<file path="config.mk">
export PLATFORM = sky130hd
export DESIGN_NAME = twi_eeprom_slave
export DESIGN_NICKNAME = d
export VERILOG_FILES = /design/src/rtl/twi_eeprom_pkg.sv /design/src/rtl/twi_cond_detect.sv /design/src/rtl/twi_page_buffer.sv /design/src/rtl/twi_eeprom_mem.sv /design/src/rtl/twi_eeprom_slave.sv
export SDC_FILE = /design/constraint.sdc
export NUM_CORES = 2
export LEC_CHECK = 0
export BUFFER_PORTS_ARGS = -buffer_cell sky130_fd_sc_hd__buf_2
export CORE_UTILIZATION = 40
export CTS_BUF_LIST = sky130_fd_sc_hd__clkbuf_4 sky130_fd_sc_hd__clkbuf_8
export DETAILED_ROUTE_END_ITERATION = 8
export HOLD_SLACK_MARGIN = 0.06
export SLEW_MARGIN = 5
export SYNTH_ARGS = -nofsm -noshare
export SYNTH_HDL_FRONTEND = slang
export SYNTH_SLANG_ARGS = --single-unit
</file>
<file path="constraint.sdc">
create_clock -name clk -period 6.35 [get_ports clk]
set_clock_uncertainty 0.1 [all_clocks]
set_input_delay 1.5875 -clock clk [delete_from_list [all_inputs] [get_ports clk]]
set_output_delay 1.5875 -clock clk [all_outputs]
set_load 0.1 [all_outputs]
</file>
<file path="src/rtl/twi_eeprom_pkg.sv">
package twi_eeprom_pkg;

    typedef enum logic [3:0] {
        S_IDLE,
        S_DEV,
        S_DEV_ACK,
        S_WADDR,
        S_WADDR_ACK,
        S_WDATA,
        S_WDATA_ACK,
        S_RDATA,
        S_RACK,
        S_IGNORE,
        S_BUSY
    } slv_state_e;

    localparam logic [3:0] DEV_TYPE = 4'b1010;

endpackage

</file>
<file path="src/rtl/twi_cond_detect.sv">
module twi_cond_detect #(
    parameter int SYNC_STAGES = 2
) (
    input  logic clk,
    input  logic rst_n,
    input  logic scl_i,
    input  logic sda_i,
    output logic scl_rise,
    output logic scl_fall,
    output logic start_det,
    output logic stop_det,
    output logic sda_level
);

    logic [SYNC_STAGES-1:0] scl_sync;
    logic [SYNC_STAGES-1:0] sda_sync;
    logic                   scl_d;
    logic                   sda_d;
    logic                   scl_s;
    logic                   sda_s;

    assign scl_s = scl_sync[SYNC_STAGES-1];
    assign sda_s = sda_sync[SYNC_STAGES-1];

    always_ff @(posedge clk or negedge rst_n) begin
        if (!rst_n) begin
            scl_sync <= '1;
            sda_sync <= '1;
            scl_d    <= 1'b1;
            sda_d    <= 1'b1;
        end else begin
            scl_sync <= {scl_sync[SYNC_STAGES-2:0], scl_i};
            sda_sync <= {sda_sync[SYNC_STAGES-2:0], sda_i};
            scl_d    <= scl_s;
            sda_d    <= sda_s;
        end
    end

    assign scl_rise  = scl_s & ~scl_d;
    assign scl_fall  = ~scl_s & scl_d;
    assign start_det = scl_s & scl_d & sda_d & ~sda_s;
    assign stop_det  = scl_s & scl_d & ~sda_d & sda_s;
    assign sda_level = sda_s;

endmodule

</file>
<file path="src/rtl/twi_page_buffer.sv">
module twi_page_buffer #(
    parameter int PAGE_BYTES = 8,
    localparam int PW = $clog2(PAGE_BYTES)
) (
    input  logic                    clk,
    input  logic                    rst_n,
    input  logic                    clear_i,
    input  logic                    wr_i,
    input  logic [PW-1:0]           slot_i,
    input  logic [7:0]              data_i,
    output logic [PAGE_BYTES*8-1:0] data_o,
    output logic [PAGE_BYTES-1:0]   mask_o,
    output logic                    any_o
);

    logic [7:0] slot_q [PAGE_BYTES];
    logic       used_q [PAGE_BYTES];

    for (genvar g = 0; g < PAGE_BYTES; g++) begin : g_slot
        always_ff @(posedge clk or negedge rst_n) begin
            if (!rst_n) begin
                slot_q[g] <= '0;
                used_q[g] <= 1'b0;
            end else if (clear_i) begin
                used_q[g] <= 1'b0;
            end else if (wr_i && slot_i == PW'(g)) begin
                slot_q[g] <= data_i;
                used_q[g] <= 1'b1;
            end
        end
        assign data_o[g*8 +: 8] = slot_q[g];
        assign mask_o[g]        = used_q[g];
    end

    assign any_o = |mask_o;

endmodule

</file>
<file path="src/rtl/twi_eeprom_mem.sv">
module twi_eeprom_mem #(
    parameter int MEM_BYTES  = 256,
    parameter int PAGE_BYTES = 8,
    localparam int AW = $clog2(MEM_BYTES),
    localparam int PW = $clog2(PAGE_BYTES),
    localparam int RW = AW - PW
) (
    input  logic                    clk,
    input  logic                    rst_n,
    input  logic                    commit_i,
    input  logic [RW-1:0]           row_i,
    input  logic [PAGE_BYTES*8-1:0] data_i,
    input  logic [PAGE_BYTES-1:0]   mask_i,
    input  logic [AW-1:0]           rd_addr_i,
    output logic [7:0]              rd_data_o
);

    logic [7:0] cell_q [MEM_BYTES];

    always_ff @(posedge clk or negedge rst_n) begin
        if (!rst_n) begin
            for (int i = 0; i < MEM_BYTES; i++) cell_q[i] <= '0;
        end else if (commit_i) begin
            for (int j = 0; j < PAGE_BYTES; j++) begin
                if (mask_i[j]) cell_q[{row_i, PW'(j)}] <= data_i[j*8 +: 8];
            end
        end
    end

    assign rd_data_o = cell_q[rd_addr_i];

endmodule

</file>
<file path="src/rtl/twi_eeprom_slave.sv">
module twi_eeprom_slave
    import twi_eeprom_pkg::*;
#(
    parameter logic [2:0] CHIP_SEL     = 3'b000,
    parameter int         MEM_BYTES    = 256,
    parameter int         PAGE_BYTES   = 8,
    parameter int         WRITE_CYCLES = 1000,
    parameter int         SYNC_STAGES  = 2
) (
    input  logic clk,
    input  logic rst_n,
    input  logic scl_i,
    input  logic sda_i,
    output logic sda_oe_o
);

    localparam int AW = $clog2(MEM_BYTES);
    localparam int PW = $clog2(PAGE_BYTES);
    localparam int TW = $clog2(WRITE_CYCLES + 1);

    slv_state_e        state_q, state_d;
    logic [3:0]        cnt_q, cnt_d;
    logic [7:0]        shreg_q, shreg_d;
    logic [7:0]        tx_q, tx_d;
    logic              rw_q, rw_d;
    logic              mack_q, mack_d;
    logic [AW-1:0]     addr_q, addr_d;
    logic [TW-1:0]     timer_q, timer_d;

    logic scl_rise, scl_fall, start_det, stop_det, sda_level;
    logic buf_clear, buf_wr, buf_any, commit;
    logic [PAGE_BYTES*8-1:0] buf_data;
    logic [PAGE_BYTES-1:0]   buf_mask;
    logic [7:0]              rd_data;

    twi_cond_detect #(.SYNC_STAGES(SYNC_STAGES)) u_cond (
        .clk       (clk),
        .rst_n     (rst_n),
        .scl_i     (scl_i),
        .sda_i     (sda_i),
        .scl_rise  (scl_rise),
        .scl_fall  (scl_fall),
        .start_det (start_det),
        .stop_det  (stop_det),
        .sda_level (sda_level)
    );

    twi_page_buffer #(.PAGE_BYTES(PAGE_BYTES)) u_pbuf (
        .clk     (clk),
        .rst_n   (rst_n),
        .clear_i (buf_clear),
        .wr_i    (buf_wr),
        .slot_i  (addr_q[PW-1:0]),
        .data_i  (shreg_q),
        .data_o  (buf_data),
        .mask_o  (buf_mask),
        .any_o   (buf_any)
    );

    twi_eeprom_mem #(.MEM_BYTES(MEM_BYTES), .PAGE_BYTES(PAGE_BYTES)) u_mem (
        .clk       (clk),
        .rst_n     (rst_n),
        .commit_i  (commit),
        .row_i     (addr_q[AW-1:PW]),
        .data_i    (buf_data),
        .mask_i    (buf_mask),
        .rd_addr_i (addr_q),
        .rd_data_o (rd_data)
    );

    // Next-state and datapath decisions
    always_comb begin
        state_d   = state_q;
        cnt_d     = cnt_q;
        shreg_d   = shreg_q;
        tx_d      = tx_q;
        rw_d      = rw_q;
        mack_d    = mack_q;
        addr_d    = addr_q;
        timer_d   = timer_q;
        buf_clear = 1'b0;
        buf_wr    = 1'b0;
        commit    = 1'b0;
        if (state_q == S_BUSY) begin
            if (timer_q == TW'(WRITE_CYCLES - 1)) begin
                commit    = 1'b1;
                buf_clear = 1'b1;
                timer_d   = '0;
                state_d   = S_IDLE;
            end else begin
                timer_d = timer_q + TW'(1);
            end
        end else if (stop_det) begin
            timer_d = '0;
            state_d = buf_any ? S_BUSY : S_IDLE;
        end else if (start_det) begin
            buf_clear = 1'b1;
            cnt_d     = '0;
            state_d   = S_DEV;
        end else begin
            unique case (state_q)
                S_DEV, S_WADDR, S_WDATA: begin
                    if (scl_rise && cnt_q != 4'd8) begin
                        shreg_d = {shreg_q[6:0], sda_level};
                        cnt_d   = cnt_q + 4'd1;
                    end else if (scl_fall && cnt_q == 4'd8) begin
                        cnt_d = '0;
                        if (state_q == S_DEV) begin
                            if (shreg_q[7:1] == {DEV_TYPE, CHIP_SEL}) begin
                                rw_d    = shreg_q[0];
                                state_d = S_DEV_ACK;
                            end else begin
                                state_d = S_IGNORE;
                            end
                        end else if (state_q == S_WADDR) begin
                            addr_d  = shreg_q[AW-1:0];
                            state_d = S_WADDR_ACK;
                        end else begin
                            buf_wr  = 1'b1;
                            addr_d  = {addr_q[AW-1:PW], addr_q[PW-1:0] + PW'(1)};
                            state_d = S_WDATA_ACK;
                        end
                    end
                end
                S_DEV_ACK: begin
                    if (scl_fall) begin
                        cnt_d = '0;
                        if (rw_q) begin
                            tx_d    = rd_data;
                            addr_d  = addr_q + AW'(1);
                            state_d = S_RDATA;
                        end else begin
                            state_d = S_WADDR;
                        end
                    end
                end
                S_WADDR_ACK, S_WDATA_ACK: begin
                    if (scl_fall) begin
                        cnt_d   = '0;
                        state_d = S_WDATA;
                    end
                end
                S_RDATA: begin
                    if (scl_rise) begin
                        cnt_d = cnt_q + 4'd1;
                    end else if (scl_fall) begin
                        if (cnt_q == 4'd8) begin
                            cnt_d   = '0;
                            state_d = S_RACK;
                        end else begin
                            tx_d = {tx_q[6:0], 1'b0};
                        end
                    end
                end
                S_RACK: begin
                    if (scl_rise) begin
                        mack_d = ~sda_level;
                    end else if (scl_fall) begin
                        if (mack_q) begin
                            tx_d    = rd_data;
                            addr_d  = addr_q + AW'(1);
                            state_d = S_RDATA;
                        end else begin
                            state_d = S_IGNORE;
                        end
                    end
                end
                default: ;
            endcase
        end
    end

    // State register
    always_ff @(posedge clk or negedge rst_n) begin
        if (!rst_n) begin
            state_q <= S_IDLE;
            cnt_q   <= '0;
            shreg_q <= '0;
            tx_q    <= '0;
            rw_q    <= 1'b0;
            mack_q  <= 1'b0;
            addr_q  <= '0;
            timer_q <= '0;
        end else begin
            state_q <= state_d;
            cnt_q   <= cnt_d;
            shreg_q <= shreg_d;
            tx_q    <= tx_d;
            rw_q    <= rw_d;
            mack_q  <= mack_d;
            addr_q  <= addr_d;
            timer_q <= timer_d;
        end
    end

    // Outputs
    always_comb begin
        unique case (state_q)
            S_DEV_ACK, S_WADDR_ACK, S_WDATA_ACK: sda_oe_o = 1'b1;
            S_RDATA:                             sda_oe_o = ~tx_q[7];
            default:                             sda_oe_o = 1'b0;
        endcase
    end

endmodule

</file>
==> impl_metrics.json <==
{
  "hold_path_class": "reg -> reg",
  "dp.cells": 10054,
  "cts_resized": 0,
  "syn_area_per_cell_um2": 16.7,
  "syn_area_mm2": 0.111,
  "layout_common_cells": "dfrtp_1 (2089), mux2_4 (1984), clkbuf_8 (489), mux4_2 (400), mux2i_1 (288)",
  "ys_warn_count": 0,
  "fin_crit_sh": 0.771,
  "path_buf_inv": 2,
  "cp_num_cells": 7,
  "clockBufferDepth": 4,
  "r2r_cells": 7,
  "dieHeight_um": 529,
  "cap_violations": 0,
  "first_pass_iters": 6,
  "async_flop_share": 1.00,
  "htreeDepth": 5,
  "grtUsageTotal": 0.282,
  "slowest_stage": "dfrtp_4",
  "fillers": 23760,
  "yosysTopAreaCell": "dfrtp_1",
  "grt_max_degree": 171,
  "timing.rr.end": "tx_q[6]",
  "via_count": 64995,
  "slew_violations": 0,
  "path_class": "reg -> reg",
  "synth-seq-area-share": 0.490,
  "num_io_pins": 5,
  "cts_buffers": 379,
  "grt_use_met2": 0.421,
  "powerDensity_mw_per_mm2": 277,
  "slew_headroom": 0.0426,
  "cp_slowest_stage_delay_ns": 1.18,
  "grt_overflow": 0,
  "synth_ff_type": "dfrtp_1",
  "setup_tns_ns": 0,
  "viasPerCell": 6.06,
  "min-delay-start": "u_cond.sda_sync[0]",
  "setup_viol": 0,
  "routedWlPerCell_um": 36.9,
  "busiest_layer": "met2",
  "cts_tree": "yes",
  "worstMarginPinSlew_ns": 1.43,
  "crit_arrival_ns": 5.64,
  "final_common_cell": "dfrtp_1",
  "fin_ws_ns": 1.46,
  "rr_startpoint": "addr_q[0]",
  "multiInputGateArea_mm2": 0.0547,
  "cts_hold_buffers": 0,
  "layout-drive-gt1-share": 0.525,
  "syn_inst": 6638,
  "critPathLaunchType": "flip-flop",
  "synthToLayoutAreaGrowth_pct": 11.5,
  "crit_chain": "buf_12 -> buf_4 -> mux4_2 -> mux2i_1 -> o22ai_1 -> o311ai_0 -> a31oi_1",
  "met1_usage": 0.396,
  "cts-root-buf": "clkbuf_8",
  "grt_pass1_vias": 67054,
  "wl_um": 396000,
  "r2r_slack_ns": 1.46,
  "seqCellArea_mm2": 0.0545,
  "critPathCaptureType": "flip-flop",
  "whs_ns": 0.263,
  "critPathMaxFanout": 47,
  "place_ws_ns": 1.58,
  "die_x_um": 529,
  "cts.sinks": 2170,
  "synth_seq_cells": 2170,
  "min_to": "u_cond.sda_sync[1]",
  "max_freq_ghz": 0.204,
  "grtUsageMet3": 0.0600,
  "holdPathStages": 0,
  "grt_antenna_before_repair": 25,
  "finalCriticalPeriod_ns": 4.89,
  "synth_edf_count": 0,
  "ir_drop_v": 0.000243,
  "io_buffers": 4,
  "hold_violations": 0,
  "hpwlAfterDp_um": 238000,
  "postCtsSetupRepairBufs": 0,
  "start_util": 0.404,
  "final_cell_count_no_fill": 10726,
  "synth_top_area_frac": 0.488,
  "row_count": 192,
  "core_mm2": 0.275,
  "synth_area_leaders": "dfrtp_1 (49%), mux2_4 (27%), mux4_2 (8.1%)",
  "dieArea_mm2": 0.279,
  "yosysUniqueCellTypes": 71,
  "rsz0062_at_grt": "false",
  "drc": 0,
  "synth_nets": 6654,
  "path_delay_family": "compound AO/OA/AOI/OAI gates",
  "clk_pin_slew_ns": 0.06,
  "gp_congestion": 0.905,
  "grt_pass1_wl_um": 559000,
  "drt-initial-drc-count": 7388,
  "required_ns": 7.10,
  "insertion_delay_ns": 1.02,
  "outcome": "finished, final reports clean",
  "final_antenna_net_count": 0,
  "fin_nets": 6765,
  "p_leak_nw": 61.4
}
## logic make-up (layout without fill, tap and decap cells)
logic type | after synthesis | after routing | share of synthesized area
DFF | 2170 | 2170 | 0.490
adders and majority gates | 12 | 12 | 0.00135
muxes | 2819 | 2819 | 0.391
buffers and inverters | 466 | 859 | 0.0186
and+or+nand+nor | 707 | 707 | 0.0703
other | 0 | 9 | 0
xor gates and xnor gates | 2 | 2 | 0.000158
AOI/OAI and AO/OA | 462 | 462 | 0.0294
## cell type report
cell class / count / share of cell area
multi-input combinational: 4002 / 0.442
sequential: 2170 / 0.440
clock buffer: 597 / 0.0609
tap: 3686 / 0.0373
timing repair buffer: 184 / 0.0141
clock inverter: 66 / 0.00495
inverter: 12 / 0.000404
antenna: 9 / 0.000182
## report_power, final
| part | switching, mW | internal (mW) |
|---|---|---|
| Clock | 6.27 | 7.79 |
| Sequential | 0.401 | 13.9 |
| Combinational | 3.90 | 2.03 |
## worst max path at each step
stage / startpoint / end
2_1_floorplan: state_q[0] / sda_oe_o
3_3_place_gp: addr_q[0] / tx_q[0]
3_5_place_dp: addr_q[0] / tx_q[6]
4_1_cts: addr_q[0] / tx_q[6]
5_1_grt: addr_q[0] / tx_q[6]
6_report: addr_q[0] / tx_q[6]
## layer usage
metal  vias to the layer above  routed length (µm)
li1                      25030                   -
met5                         -                  51
met4                         8               18600
met1                     35827              170000
met3                       820               30700
met2                      3310              176000
## stage by stage
stage	utilization	total power [mW]	area, µm²
after floorplan	-	18.1	111000
after global placement	0.420	20.4	116000
after detailed placement	0.420	20.4	116000
after CTS	0.450	34.4	124000
after global routing	0.450	35.3	124000
final	0.450	34.3	124000
## cell usage after synthesis, types with 7 or more instances
cell type,number
nor2_1,69
buf_1,29
o211ai_1,19
o21ai_0,50
nor2b_1,14
nand2_8,260
a21oi_1,56
a32oi_1,11
a221oi_1,26
buf_6,25
nand2b_1,18
mux4_2,400
o21ai_1,7
mux2i_1,288
a22o_1,24
buf_2,68
mux2_4,1984
inv_1,11
dfrtp_1,2164
nand4_1,17
nand3_1,52
a31oi_1,24
o22ai_1,34
and3_1,20
nor2_8,33
o31ai_1,8
o221ai_1,9
a22oi_1,116
a21o_1,9
mux2_2,55
ha_1,12
a211oi_1,22
nor3_1,17
buf_4,10
mux2_1,92
clkbuf_1,322
nand2_1,172
## sequential cells by signal (all words and copies together) (netlist names), 8 cells and up
register and cells:
u_mem.cell_q 2048, u_pbuf.data_o 64, timer_q 10, addr_q 8
shreg_q 8, tx_q 8, u_pbuf.mask_o 8
Note: power is estimated with default switching activity, not from simulation.
